## src/rtl/agr_pkg.sv

```systemverilog
package agr_pkg;
  localparam int CHANNELS = 2;
  typedef enum logic [1:0] {RAMP_HOLD, RAMP_UP, RAMP_DOWN} ramp_dir_e;
endpackage

```

## src/rtl/agr_level_ramp.sv

```systemverilog
module agr_level_ramp
  import agr_pkg::*;
#(
  parameter int LEVEL_W = 11
) (
  input  logic               clk,
  input  logic               rst_n,
  input  logic               cfg_wr,
  input  logic [LEVEL_W-1:0] cfg_level,
  input  logic               cfg_boost,
  input  logic               step_en,
  output logic [LEVEL_W-1:0] level_o,
  output logic               boost_o
);
  localparam logic [LEVEL_W-1:0] UNITY = LEVEL_W'(1) << (LEVEL_W - 1);

  logic [LEVEL_W-1:0] cur_q, cur_d, tgt_q, tgt_d;
  logic               boost_q, boost_d;
  ramp_dir_e          dir;

  always_comb begin
    tgt_d   = tgt_q;
    boost_d = boost_q;
    if (cfg_wr) begin
      tgt_d   = (cfg_level >= UNITY) ? UNITY : cfg_level;
      boost_d = cfg_boost;
    end
    if (cur_q < tgt_q)      dir = RAMP_UP;
    else if (cur_q > tgt_q) dir = RAMP_DOWN;
    else                    dir = RAMP_HOLD;
    cur_d = cur_q;
    if (step_en) begin
      case (dir)
        RAMP_UP:   cur_d = cur_q + 1'b1;
        RAMP_DOWN: cur_d = cur_q - 1'b1;
        default:   cur_d = cur_q;
      endcase
    end
  end

  always_ff @(posedge clk or negedge rst_n) begin
    if (!rst_n) begin
      cur_q   <= UNITY;
      tgt_q   <= UNITY;
      boost_q <= 1'b0;
    end else begin
      cur_q   <= cur_d;
      tgt_q   <= tgt_d;
      boost_q <= boost_d;
    end
  end

  assign level_o = cur_q;
  assign boost_o = boost_q;
endmodule

```

## src/rtl/agr_reset_mute.sv

```systemverilog
module agr_reset_mute #(
  parameter int MUTE_WORDS      = 3072,
  parameter int WORDS_PER_FRAME = 2
) (
  input  logic clk,
  input  logic rst_n,
  input  logic frame_en,
  output logic active_o
);
  localparam int FRAMES = MUTE_WORDS / WORDS_PER_FRAME;
  localparam int CNT_W  = $clog2(FRAMES + 1);

  logic [CNT_W-1:0] cnt_q, cnt_d;
  logic             active;

  always_comb begin
    active = (cnt_q < CNT_W'(FRAMES));
    cnt_d  = cnt_q;
    if (frame_en && active) cnt_d = cnt_q + 1'b1;
  end

  always_ff @(posedge clk or negedge rst_n) begin
    if (!rst_n) cnt_q <= '0;
    else        cnt_q <= cnt_d;
  end

  assign active_o = active;
endmodule

```

## src/rtl/agr_scaler.sv

```systemverilog
module agr_scaler #(
  parameter int SAMPLE_W = 20,
  parameter int LEVEL_W  = 11
) (
  input  logic signed [SAMPLE_W-1:0] sample_i,
  input  logic        [LEVEL_W-1:0]  level_i,
  input  logic                       boost_i,
  output logic signed [SAMPLE_W-1:0] sample_o
);
  localparam int PW       = SAMPLE_W + LEVEL_W + 1;
  localparam int SH_NORM  = LEVEL_W - 1;
  localparam int SH_BOOST = LEVEL_W - 3;
  localparam logic signed [PW-1:0] HALF_N = PW'(1) <<< (SH_NORM - 1);
  localparam logic signed [PW-1:0] HALF_B = PW'(1) <<< (SH_BOOST - 1);
  localparam logic signed [PW-1:0] SAT_HI = (PW'(1) <<< (SAMPLE_W - 1)) - PW'(1);
  localparam logic signed [PW-1:0] SAT_LO = -SAT_HI - PW'(1);

  logic signed [PW-1:0] prod, biased, shifted;

  always_comb begin
    prod    = PW'(sample_i) * $signed({{(PW-LEVEL_W){1'b0}}, level_i});
    biased  = prod + (boost_i ? HALF_B : HALF_N);
    shifted = boost_i ? (biased >>> SH_BOOST) : (biased >>> SH_NORM);
    if (shifted > SAT_HI)      sample_o = SAT_HI[SAMPLE_W-1:0];
    else if (shifted < SAT_LO) sample_o = SAT_LO[SAMPLE_W-1:0];
    else                       sample_o = shifted[SAMPLE_W-1:0];
  end
endmodule

```

## src/rtl/audio_gain_ramp.sv

```systemverilog
module audio_gain_ramp
  import agr_pkg::*;
#(
  parameter int SAMPLE_W   = 20,
  parameter int LEVEL_W    = 11,
  parameter int MUTE_WORDS = 3072
) (
  input  logic                clk,
  input  logic                rst_n,
  input  logic                in_vld,
  input  logic [SAMPLE_W-1:0] in_l,
  input  logic [SAMPLE_W-1:0] in_r,
  input  logic                cfg_wr,
  input  logic [LEVEL_W-1:0]  cfg_level,
  input  logic                cfg_boost,
  input  logic                mute_i,
  output logic                out_vld,
  output logic [SAMPLE_W-1:0] out_l,
  output logic [SAMPLE_W-1:0] out_r
);
  logic [1:0]          sync_q;
  logic                rst_q;
  logic [LEVEL_W-1:0]  level_w;
  logic                boost_w;
  logic                win_mute;
  logic                zero_frame;
  logic                vld_q;
  logic [SAMPLE_W-1:0] ch_in  [CHANNELS];
  logic [SAMPLE_W-1:0] ch_out [CHANNELS];

  always_ff @(posedge clk or negedge rst_n) begin
    if (!rst_n) sync_q <= 2'b00;
    else        sync_q <= {sync_q[0], 1'b1};
  end
  assign rst_q = sync_q[1];

  agr_level_ramp #(.LEVEL_W(LEVEL_W)) ramp_i (
    .clk(clk), .rst_n(rst_q), .cfg_wr(cfg_wr), .cfg_level(cfg_level),
    .cfg_boost(cfg_boost), .step_en(in_vld), .level_o(level_w), .boost_o(boost_w)
  );

  agr_reset_mute #(.MUTE_WORDS(MUTE_WORDS), .WORDS_PER_FRAME(CHANNELS)) win_i (
    .clk(clk), .rst_n(rst_q), .frame_en(in_vld), .active_o(win_mute)
  );

  assign zero_frame = mute_i | win_mute;
  assign ch_in[0]   = in_l;
  assign ch_in[1]   = in_r;

  for (genvar c = 0; c < CHANNELS; c++) begin : g_chan
    logic signed [SAMPLE_W-1:0] scaled;
    logic        [SAMPLE_W-1:0] data_q, data_d;

    agr_scaler #(.SAMPLE_W(SAMPLE_W), .LEVEL_W(LEVEL_W)) scl_i (
      .sample_i($signed(ch_in[c])), .level_i(level_w), .boost_i(boost_w),
      .sample_o(scaled)
    );

    always_comb begin
      data_d = data_q;
      if (in_vld) data_d = zero_frame ? '0 : scaled;
    end

    always_ff @(posedge clk or negedge rst_q) begin
      if (!rst_q) data_q <= '0;
      else        data_q <= data_d;
    end

    assign ch_out[c] = data_q;
  end

  always_ff @(posedge clk or negedge rst_q) begin
    if (!rst_q) vld_q <= 1'b0;
    else        vld_q <= in_vld;
  end

  assign out_vld = vld_q;
  assign out_l   = ch_out[0];
  assign out_r   = ch_out[1];
endmodule

```

## config.mk

```make
export PLATFORM = sky130hd
export DESIGN_NAME = audio_gain_ramp
export DESIGN_NICKNAME = d
export VERILOG_FILES = /design/src/rtl/agr_pkg.sv /design/src/rtl/agr_level_ramp.sv /design/src/rtl/agr_reset_mute.sv /design/src/rtl/agr_scaler.sv /design/src/rtl/audio_gain_ramp.sv
export SDC_FILE = /design/constraint.sdc
export NUM_CORES = 1
export LEC_CHECK = 0
export ABC_AREA = 1
export BUFFER_PORTS_ARGS = -buffer_cell sky130_fd_sc_hd__buf_2
export CAP_MARGIN = 20
export CORE_MARGIN = 3
export CORE_UTILIZATION = 23
export DETAILED_ROUTE_END_ITERATION = 7
export PLACE_DENSITY = 0.43
export SLEW_MARGIN = 10
export SYNTH_ARGS = -nofsm -noshare
export SYNTH_HDL_FRONTEND = slang
export SYNTH_SLANG_ARGS = --single-unit
```

## constraint.sdc

```tcl
create_clock -name clk -period 6.1 [get_ports clk]
set_clock_uncertainty 0.05 [all_clocks]
set_input_delay 0.61 -clock clk [delete_from_list [all_inputs] [get_ports clk]]
set_output_delay 0.61 -clock clk [all_outputs]
set_load 0.05 [all_outputs]
```

# After elaboration in Yosys (flattened, before gate mapping)
# Index checks and enable logic that the tools add are counted.
[word_totals]
regBits = 77
latch_bits = 0
ram_bits = 0
mem_bits_ro = 0
in_bits = 57
word_cells = 42
memories = 0
[classes]
n_addsub = 5
mul = 2
div = 0
magnitude_cmp = 8
n_eq_ne = 2
shift = 0
muxes = 13
bitwise = 1
reduce_logical = 3
[op_table]
columns = ["op", "n"]
rows = [
  ["$mux 20", 6],
  ["$add 32x11->32", 2],
  ["$mul 20x12->32", 2],
  ["$gt 24x20->1 const B", 2],
  ["$lt 24x20->1 const B", 2],
  ["$mux 23", 2],
  ["$add 11x1->11 const B", 2],
  ["$pmux 11 s2", 1],
  ["$ge 11x11->1 const B", 1],
  ["$gt 11x11->1", 1],
  ["$lt 11x11->1", 1],
  ["$lt 11x11->1 const B", 1],
  ["$mux 11", 1],
  ["$sub 11x1->11 const B", 1],
  ["$mux 10", 1],
  ["$mux 2", 2],
  ["$eq 2x1->1 const B", 1],
  ["$eq 2x2->1 const B", 1],
  ["$reduce_and 2->1", 1],
  ["$reduce_bool 2->1", 1],
  ["$logic_and 1x1->1", 1],
  ["$or 1x1->1", 1],
]

# Logic depth before layout (Yosys ltp)
# Gate-level depths: netlist of the first run.
[logic_depth]
word_depth = 7
ltp_mapped = 32
depth_no_buf = 29

# Cells and area by module
# Synthesis of the first run repeated with hierarchy kept, for this count alone.
[unflattened]
hier_cells = 3138
area_unflattened_um2 = 22582.9
[modules_own_cells]
columns = ["module", "instances", "cells_per_inst", "area_each_um2"]
rows = [
  ["agr_scaler at g_chan[1].scl_i", 1, 1303, 9198.8],
  ["agr_scaler at g_chan[0].scl_i", 1, 1300, 9146.3],
  ["audio_gain_ramp", 1, 259, 1956.9],
  ["agr_level_ramp", 1, 217, 1692.9],
  ["agr_reset_mute", 1, 59, 588.1],
]

# Least setup slack after synthesis of the first run
# No wires, ideal clock.
[synth_path]
path_kind = "input to register"
start = "in in_r[19]"
end = "reg g_chan[1].data_q[7], in the netlist out_r[7]"
setup_ps = 116
t_arrival_ps = 5324
t_required_ps = 5934
setup_slack_ps = 611
cell_stages = 28
path_buffers = 2
cell_sequence = "clkbuf_1 nand2_1 fa_1 inv_1 ha_1 inv_1 fa_1 inv_1 fa_1 inv_1 fa_1 inv_1 ha_1 a21oi_1 nand2_1 nand2_1 nand2_1 a21oi_2 nand2_2 nand2_2 nand3_1 nand2_2 clkinv_2 nand3_4 nand2_8 buf_12 nand3b_4 nand2_2"
[synth_between]
elab_chain_cells = 7
word_cells_on_any_way = 8
classes_between = "add/sub (1); mul (1); order compare (2); mux (4)"
[synth_lines]
columns = ["item", "line_no", "text"]
rows = [
  ["start: declaration", "audio_gain_ramp.sv:12", "input logic [SAMPLE_W-1:0] in_r,"],
  ["$mul 20x12->32 (*)", "agr_scaler.sv:21", "prod = PW'(sample_i) * $signed({{(PW-LEVEL_W){1'b0}}, level_i});"],
  ["$add 32x11->32 (*)", "agr_scaler.sv:22", "biased = prod + (boost_i ? HALF_B : HALF_N);"],
  ["$mux 23", "agr_scaler.sv:23", "shifted = boost_i ? (biased >>> SH_BOOST) : (biased >>> SH_NORM);"],
  ["$lt 24x20->1", "agr_scaler.sv:25", "else if (shifted < SAT_LO) sample_o = SAT_LO[SAMPLE_W-1:0];"],
  ["$mux 20", "agr_scaler.sv:25", ""],
  ["$mux 20 (*)", "agr_scaler.sv:24", "if (shifted > SAT_HI) sample_o = SAT_HI[SAMPLE_W-1:0];"],
  ["$mux 20 (*)", "audio_gain_ramp.sv:61", "if (in_vld) data_d = zero_frame ? '0 : scaled;"],
  ["end signal: assignment", "audio_gain_ramp.sv:66", "else data_q <= data_d;"],
  ["end: declaration", "audio_gain_ramp.sv:52", "logic [SAMPLE_W-1:0] data_q, data_d;"],
]
# Mark *: on every way between the ends. The rest lies on a longest branch, timed or not.
# A chain may end at the register's enable or synchronous reset.

# Worst setup path after layout of the first run
[layout_path]
start = "reg ramp_i.cur_q[2], in the netlist ramp_i.level_o[2]"
end = "reg g_chan[1].data_q[9], in the netlist out_r[9]"
[layout_between]
elab_chain_cells = 7
word_cells_on_any_way = 8
classes_between = "add/sub (1); mul (1); order compare (2); mux (4)"
[layout_lines]
columns = ["item", "line_no", "text"]
rows = [
  ["start: declaration", "agr_level_ramp.sv:17", "logic [LEVEL_W-1:0] cur_q, cur_d, tgt_q, tgt_d;"],
  ["start signal: assignment", "agr_level_ramp.sv:47", "cur_q <= cur_d;"],
  ["$mul 20x12->32 (*)", "agr_scaler.sv:21", ""],
  ["$add 32x11->32 (*)", "agr_scaler.sv:22", ""],
  ["$mux 23", "agr_scaler.sv:23", ""],
  ["$lt 24x20->1", "agr_scaler.sv:25", ""],
  ["$mux 20", "agr_scaler.sv:25", ""],
  ["$mux 20 (*)", "agr_scaler.sv:24", ""],
  ["$mux 20 (*)", "audio_gain_ramp.sv:61", ""],
]
# Marks and branches as above.

==> out/qor.txt, run 1 <==
max_cap viols -> 0
slew margin rel. -> 48.6%
H-tree depth -> 3
Die ar. -> 101,000 sq um
CP Data Required Time -> 6.29 ns
largest delay contributor family on the critical path -> adder cells
worst reg2reg endpoint -> out_r[9]$_DFFE_PN0P_
R2R Setup Slk -> 0.23 ns
asr flop ratio synth -> 100%
most common cell after layout, fill and taps aside -> nand2_1
crit path launch type -> flip-flop
top-area cell type share of the netlist area -> 35.5%
WS Path Type -> flip-flop to flip-flop
XOR/XNOR share of the synthesized area -> 2.48%
synth warn -> 0
Hold Crit Class -> flip-flop to async pin
final WL -> 66,300 um
fraction of layout cells with a size suffix above 1 -> 10.5%
Critical path buffers and inverters -> 7
FMAX -> 0.170 GHz
synthesis-to-finish area growth -> 13.3%
gpl congestion -> 0.844
sequential share of the synthesized area -> 8.66%
max incr delay on CP -> 0.54 ns
Worst Tran Pin Value -> 0.771 ns
Syn Std Cell Area -> 22,300 sq um
Synth area leader -> fa_1
FILL cells -> 10,800
Post-synth EDFFs -> 0
Synth Area in Simple Gates -> 22.7%
FF-to-FF Start -> ramp_i.level_o[2]$_DFFE_PN0P_
DIE WIDTH -> 317 um
CTS tree -> done
Synth Register Bits -> 77
1st-iter DRT viols -> 765
status -> completed
most frequent CP cell -> nand2_1
Vias per Instance -> 4.04
largest family of logic cells by synthesized area -> adder cells
clock-pin transition on the worst setup and hold timing paths -> 0.06 ns
crit path capture type -> flip-flop
global-route wire length before repair -> 105,000 um
mean post-synth cell area -> 7.34 sq um
number of unique standard cell types used by synthesis -> 49
top area cells in the synthesized netlist -> fa_1, nand2_1, inv_1
commonest cells after routing, fill and taps aside -> nand2_1, inv_1, fa_1, ha_1, buf_2
Synth Area in Compound Gates -> 3.13%
DR WL/cell -> 15.1 um
total negative slack -> 0 ns
post-route ant nets -> 0
clock tree buffer depth -> 2
top_reg_cell synth -> dfrtp_1
Critical Path AT -> 6.06 ns
Final Non-Filler Cells -> 4,396
initial antenna violation count -> 8
Sink Count -> 77
Rows -> 113
detailed-route DRC error count -> 0
largest net degree at the start of global routing -> 56
fraction of the mapped netlist area in adder cells -> 46.0%
Hold Fails Final Rpt -> 0
initial cell density of the core -> 23.3%
mux share of post-synthesis cell area -> 0.135%
max-slew violation count -> 0
crit path max-delay cell type -> dfrtp_4
Clk Latency, worst-skew pair -> 0.35 ns
Finish-stage setup viols -> 0
Final period util -> 96.3%
total CTS buffers -> 9
First-pass DRT Iterations -> 5
# IOs -> 98
Via Count -> 17,800
Worst R2R Path Depth -> 26
vias in the first global route -> 19,000
Max Fanout on Critical Path -> 12
synthesized net count -> 3,676
GRT Total Usage -> 13.3%
multi-input logic area -> 16,600 sq um
Final HPWL DP -> 54,800 um
chip height -> 317 um
Gate Count Post-Synth -> 3,037
min cycle time layout -> 5.87 ns
Root Driver -> clkbuf_16
grt total ovfl -> 0
Placed Instances -> 4,356
Core Region -> 95,600 sq um
I/O Buffers -> 97
Nets -> 3,763
Storage cell area -> 1950 sq um
[synth_stat cells (3+ instances only)]
library cell  number
nand2_1          936
inv_1            858
fa_1             395
ha_1             187
clkbuf_1         102
dfrtp_1           75
nand3_1           75
nor2_1            75
o21ai_0           53
a21oi_1           49
xnor2_1           32
xor2_1            31
nand3_2           29
nand2_2           18
nand4_1           17
inv_2             13
nor2_2            10
a21oi_2            8
nor3_1             8
buf_1              7
a31oi_1            5
nor2_4             5
nand3b_1           4
nor3_2             4
buf_4              3
mux2i_1            3
nor4_1             3
o21bai_1           3
[worst max-delay path by stage]
stage,cells after the start,from,endpoint
after floorplan,28,in_r[19],out_r[7]$_DFFE_PN0P_
after global placement,26,in_l[3],out_l[8]$_DFFE_PN0P_
after detailed placement,24,in_l[5],out_l[4]$_DFFE_PN0P_
after CTS,28,ramp_i.level_o[2]$_DFFE_PN0P_,out_l[4]$_DFFE_PN0P_
after global routing,26,ramp_i.level_o[1]$_DFFE_PN0P_,out_l[4]$_DFFE_PN0P_
final,26,ramp_i.level_o[2]$_DFFE_PN0P_,out_r[9]$_DFFE_PN0P_
[registers in the layout, indices dropped and copies added, names as in the netlist]
signal / cells
out_l: 20
out_r: 20
ramp_i.level_o: 11
ramp_i.tgt_q: 11
win_i.cnt_q: 11
sync_q: 2
out_vld: 1
ramp_i.boost_o: 1
[cell families after synthesis]
group,Yosys count
and+or+nand+nor,1194
buffers and inverters,990
adders and majority gates,582
AOI/OAI and AO/OA,127
DFF,77
xor gates and xnor gates,63
muxes,3
other,1
[layout make-up]
type                       instances  area share [%]
multi-input combinational       1971            66.0
inverter                         872            13.0
sequential                        77            7.72
tap                             1265            6.27
timing repair buffer             193            5.88
clock buffer                      11           0.922
clock inverter                     5           0.243
antenna                            2          0.0198
[per-stage QoR]
stage	setup WS (ns)	instance area, sq um	utilization [%]	hold WS, ns
6_report	0.226	25200	26.4	0.160
5_1_grt	-0.0161	25200	26.4	0.188
4_1_cts	0.120	24900	26.1	0.168
3_5_place_dp	0.0427	24600	25.8	0.171
3_3_place_gp	0.116	24600	25.8	0.175
2_1_floorplan	0.611	22300	-	0.264
[layer usage]
metal / share of wire [%] / global-route usage (%)
met2: 51 / 24.7
met5: 0.047 / 0
met1: 45 / 17.1
met4: 1.1 / 1.40
met3: 3.2 / 1.31
[timing repair]
action	in CTS	in global routing
gates resized for setup	0	16
hold endpoints to repair	2	0
buffers inserted	0	15
endpoints found under the setup margin	0	35
hold buffers	1	0
Power of run 1 is not shown: default switching activity piles up to over one toggle a cycle in this logic, so the estimate is an artifact.
==> run 2: changes to the inputs <==
Settings changed: CORE_ASPECT_RATIO from default to 2, SETUP_SLACK_MARGIN from default to 0.3.
==> run 2 against run 1 <==
Against the previous run:
- count of clock-buffer cells in the layout decreased by 2
- register-to-register slack better by 0.24 ns
- first-iteration DRC count shrank 16%
- sequential share of layout area down 0.48 points
- cell count grew 0.27%
- wire length grew 14%
- global-route usage rose by 1.4 points
- via count up 5.0%
- worst hold slack gained 0.039 ns
- critical path depth decreased by 1
- die area rose by 0.23%
==> out/qor.txt, run 2 (same netlist as run 1, synthesis figures left out) <==
Finish-stage setup viols -> 0 (unchanged)
crit path capture type -> flip-flop
clock tree buffer depth -> 2 (unchanged)
crit path max-delay cell type -> dfrtp_4
max incr delay on CP -> 0.60 ns (+0.06 ns)
1st-iter DRT viols -> 644 (-16%)
CTS tree -> done
chip height -> 446 um (+41%)
Die ar. -> 101,000 sq um (+0.23%)
CP Data Required Time -> 6.35 ns (+0.06 ns)
Core Region -> 95,700 sq um (+0.12%)
detailed-route DRC error count -> 0 (unchanged)
Worst R2R Path Depth -> 25 (-3.8%)
min cycle time layout -> 5.64 ns (-0.235 ns)
Nets -> 3,821 (+1.5%)
largest delay contributor family on the critical path -> adder cells
Critical Path AT -> 5.88 ns (-0.18 ns)
Rows -> 160 (+42%)
Final period util -> 92.4% (-3.9 points)
Clk Latency, worst-skew pair -> 0.40 ns (+0.05 ns)
grt total ovfl -> 0 (unchanged)
Root Driver -> clkbuf_16
Worst Tran Pin Value -> 0.841 ns (+0.0698 ns)
WP depth -> 25 (-3.8%)
GRT Total Usage -> 14.6% (+1.4 points)
largest net degree at the start of global routing -> 54 (-3.6%)
R2R Setup Slk -> 0.46 ns (+0.24 ns)
Hold Fails Final Rpt -> 0 (unchanged)
commonest cells after routing, fill and taps aside -> nand2_1, inv_1, fa_1, ha_1, buf_4
Sink Count -> 77 (unchanged)
clock-pin transition on the worst setup and hold timing paths -> 0.08 ns (+0.02 ns)
DIE WIDTH -> 226 um (-29%)
I/O Buffers -> 97 (unchanged)
First-pass DRT Iterations -> 4 (-1)
most common cell after layout, fill and taps aside -> nand2_1
WS Path Type -> flip-flop to flip-flop
initial cell density of the core -> 23.3% (-0.028 points)
FF-to-FF Start -> ramp_i.level_o[8]$_DFFE_PN0P_
most frequent CP cell -> fa_1
DR WL/cell -> 17.2 um (+14%)
slew margin rel. -> 43.9% (-4.7 points)
final core occ -> 28.1% (+1.7 points)
crit path launch type -> flip-flop
total negative slack -> 0 ns (unchanged)
vias in the first global route -> 20,600 (+8.0%)
FMAX -> 0.177 GHz (+4.2%)
gpl congestion -> 0.865 (+2.6%)
post-route ant nets -> 0 (unchanged)
Critical Path Start -> ramp_i.level_o[8]$_DFFE_PN0P_
final WL -> 75,700 um (+14%)
Hold Crit Class -> flip-flop to async pin
max_cap viols -> 0 (unchanged)
RSZ-0062 raised after global routing -> true
Setup crit end -> out_l[19]$_DFFE_PN0P_
synthesis-to-finish area growth -> 20.7%
total CTS buffers -> 9 (unchanged)
fraction of layout cells with a size suffix above 1 -> 17.6% (+7.1 points)
status -> completed
Max Fanout on Critical Path -> 7 (-5)
Vias per Instance -> 4.23 (+4.7%)
Via Count -> 18,700 (+5.0%)
H-tree depth -> 3 (unchanged)
initial antenna violation count -> 17 (+9)
max-slew violation count -> 0 (unchanged)
# IOs -> 98 (unchanged)
Critical path buffers and inverters -> 8 (+1)
Final HPWL DP -> 61,900 um (+13%)
worst reg2reg endpoint -> out_l[19]$_DFFE_PN0P_
global-route wire length before repair -> 112,000 um (+6.4%)
[run 2: cell types whose count changed in the layout (fill, tap and decap cells not counted), sizes merged]
| cell | before | now |
|---|---|---|
| clkinv | 1 | 2 |
| clkbuf | 16 | 20 |
| diode | 2 | 6 |
| buf | 187 | 233 |
| bufinv | 1 | 0 |
| inv | 871 | 873 |
| nand2 | 958 | 964 |
[run 2: worst min path at each step]
stage / endpoint / slack, ns
after floorplan: sync_q[0]$_DFF_PN0_ / 0.26
after global routing: out_vld$_DFF_PN0_ / 0.23
after detailed placement: out_vld$_DFF_PN0_ / 0.21
after global placement: out_vld$_DFF_PN0_ / 0.21
final: out_vld$_DFF_PN0_ / 0.20
after CTS: out_vld$_DFF_PN0_ / 0.22
[run 2: routing by layer]
layer / up-vias / GRT usage [%] / routed length, um
met2: 271 / 31.4 / 45700
li1: 8976 / - / -
met4: 8 / 6.92 / 3500
met1: 9266 / 12.9 / 24600
met5: - / 0 / 59
met3: 132 / 1.62 / 1830
[run 2: timing repair]
| item | CTS | global route |
|---|---|---|
| setup buffers | 4 | 43 |
| setup endpoints to repair | 20 | 40 |
| hold buffers | 1 | 0 |
| hold endpoints to repair | 2 | 0 |
| cloned | 0 | 18 |
| pin swaps | 1 | 95 |
| gates resized for setup | 6 | 262 |
[run 2: final cells by class]
| class | instances | area [sq um] |
|---|---|---|
| Timing Repair Buffer | 245 | 2120 |
| Clock buffer | 9 | 225 |
| Antenna cell | 6 | 15.0 |
| Sequential cell | 77 | 1950 |
| Multi-Input combinational cell | 1977 | 17700 |
| Fill cell | 10600 | 68800 |
| Clock inverter | 7 | 63.8 |
| Inverter | 872 | 3290 |
| Tap cell | 1215 | 1520 |
[run 2: stage by stage]
step	cells	cell area, sq um	hold WS (ns)	setup slack (ns)
after floorplan	3037	22300	0.264	0.611
after global placement	4320	24700	0.207	0.0118
after detailed placement	4320	24700	0.209	0.0193
after CTS	4341	25100	0.221	0.303
after global routing	4404	26900	0.227	0.216
final	4408	26900	0.198	0.461
Power of run 2 is left out for the same reason.
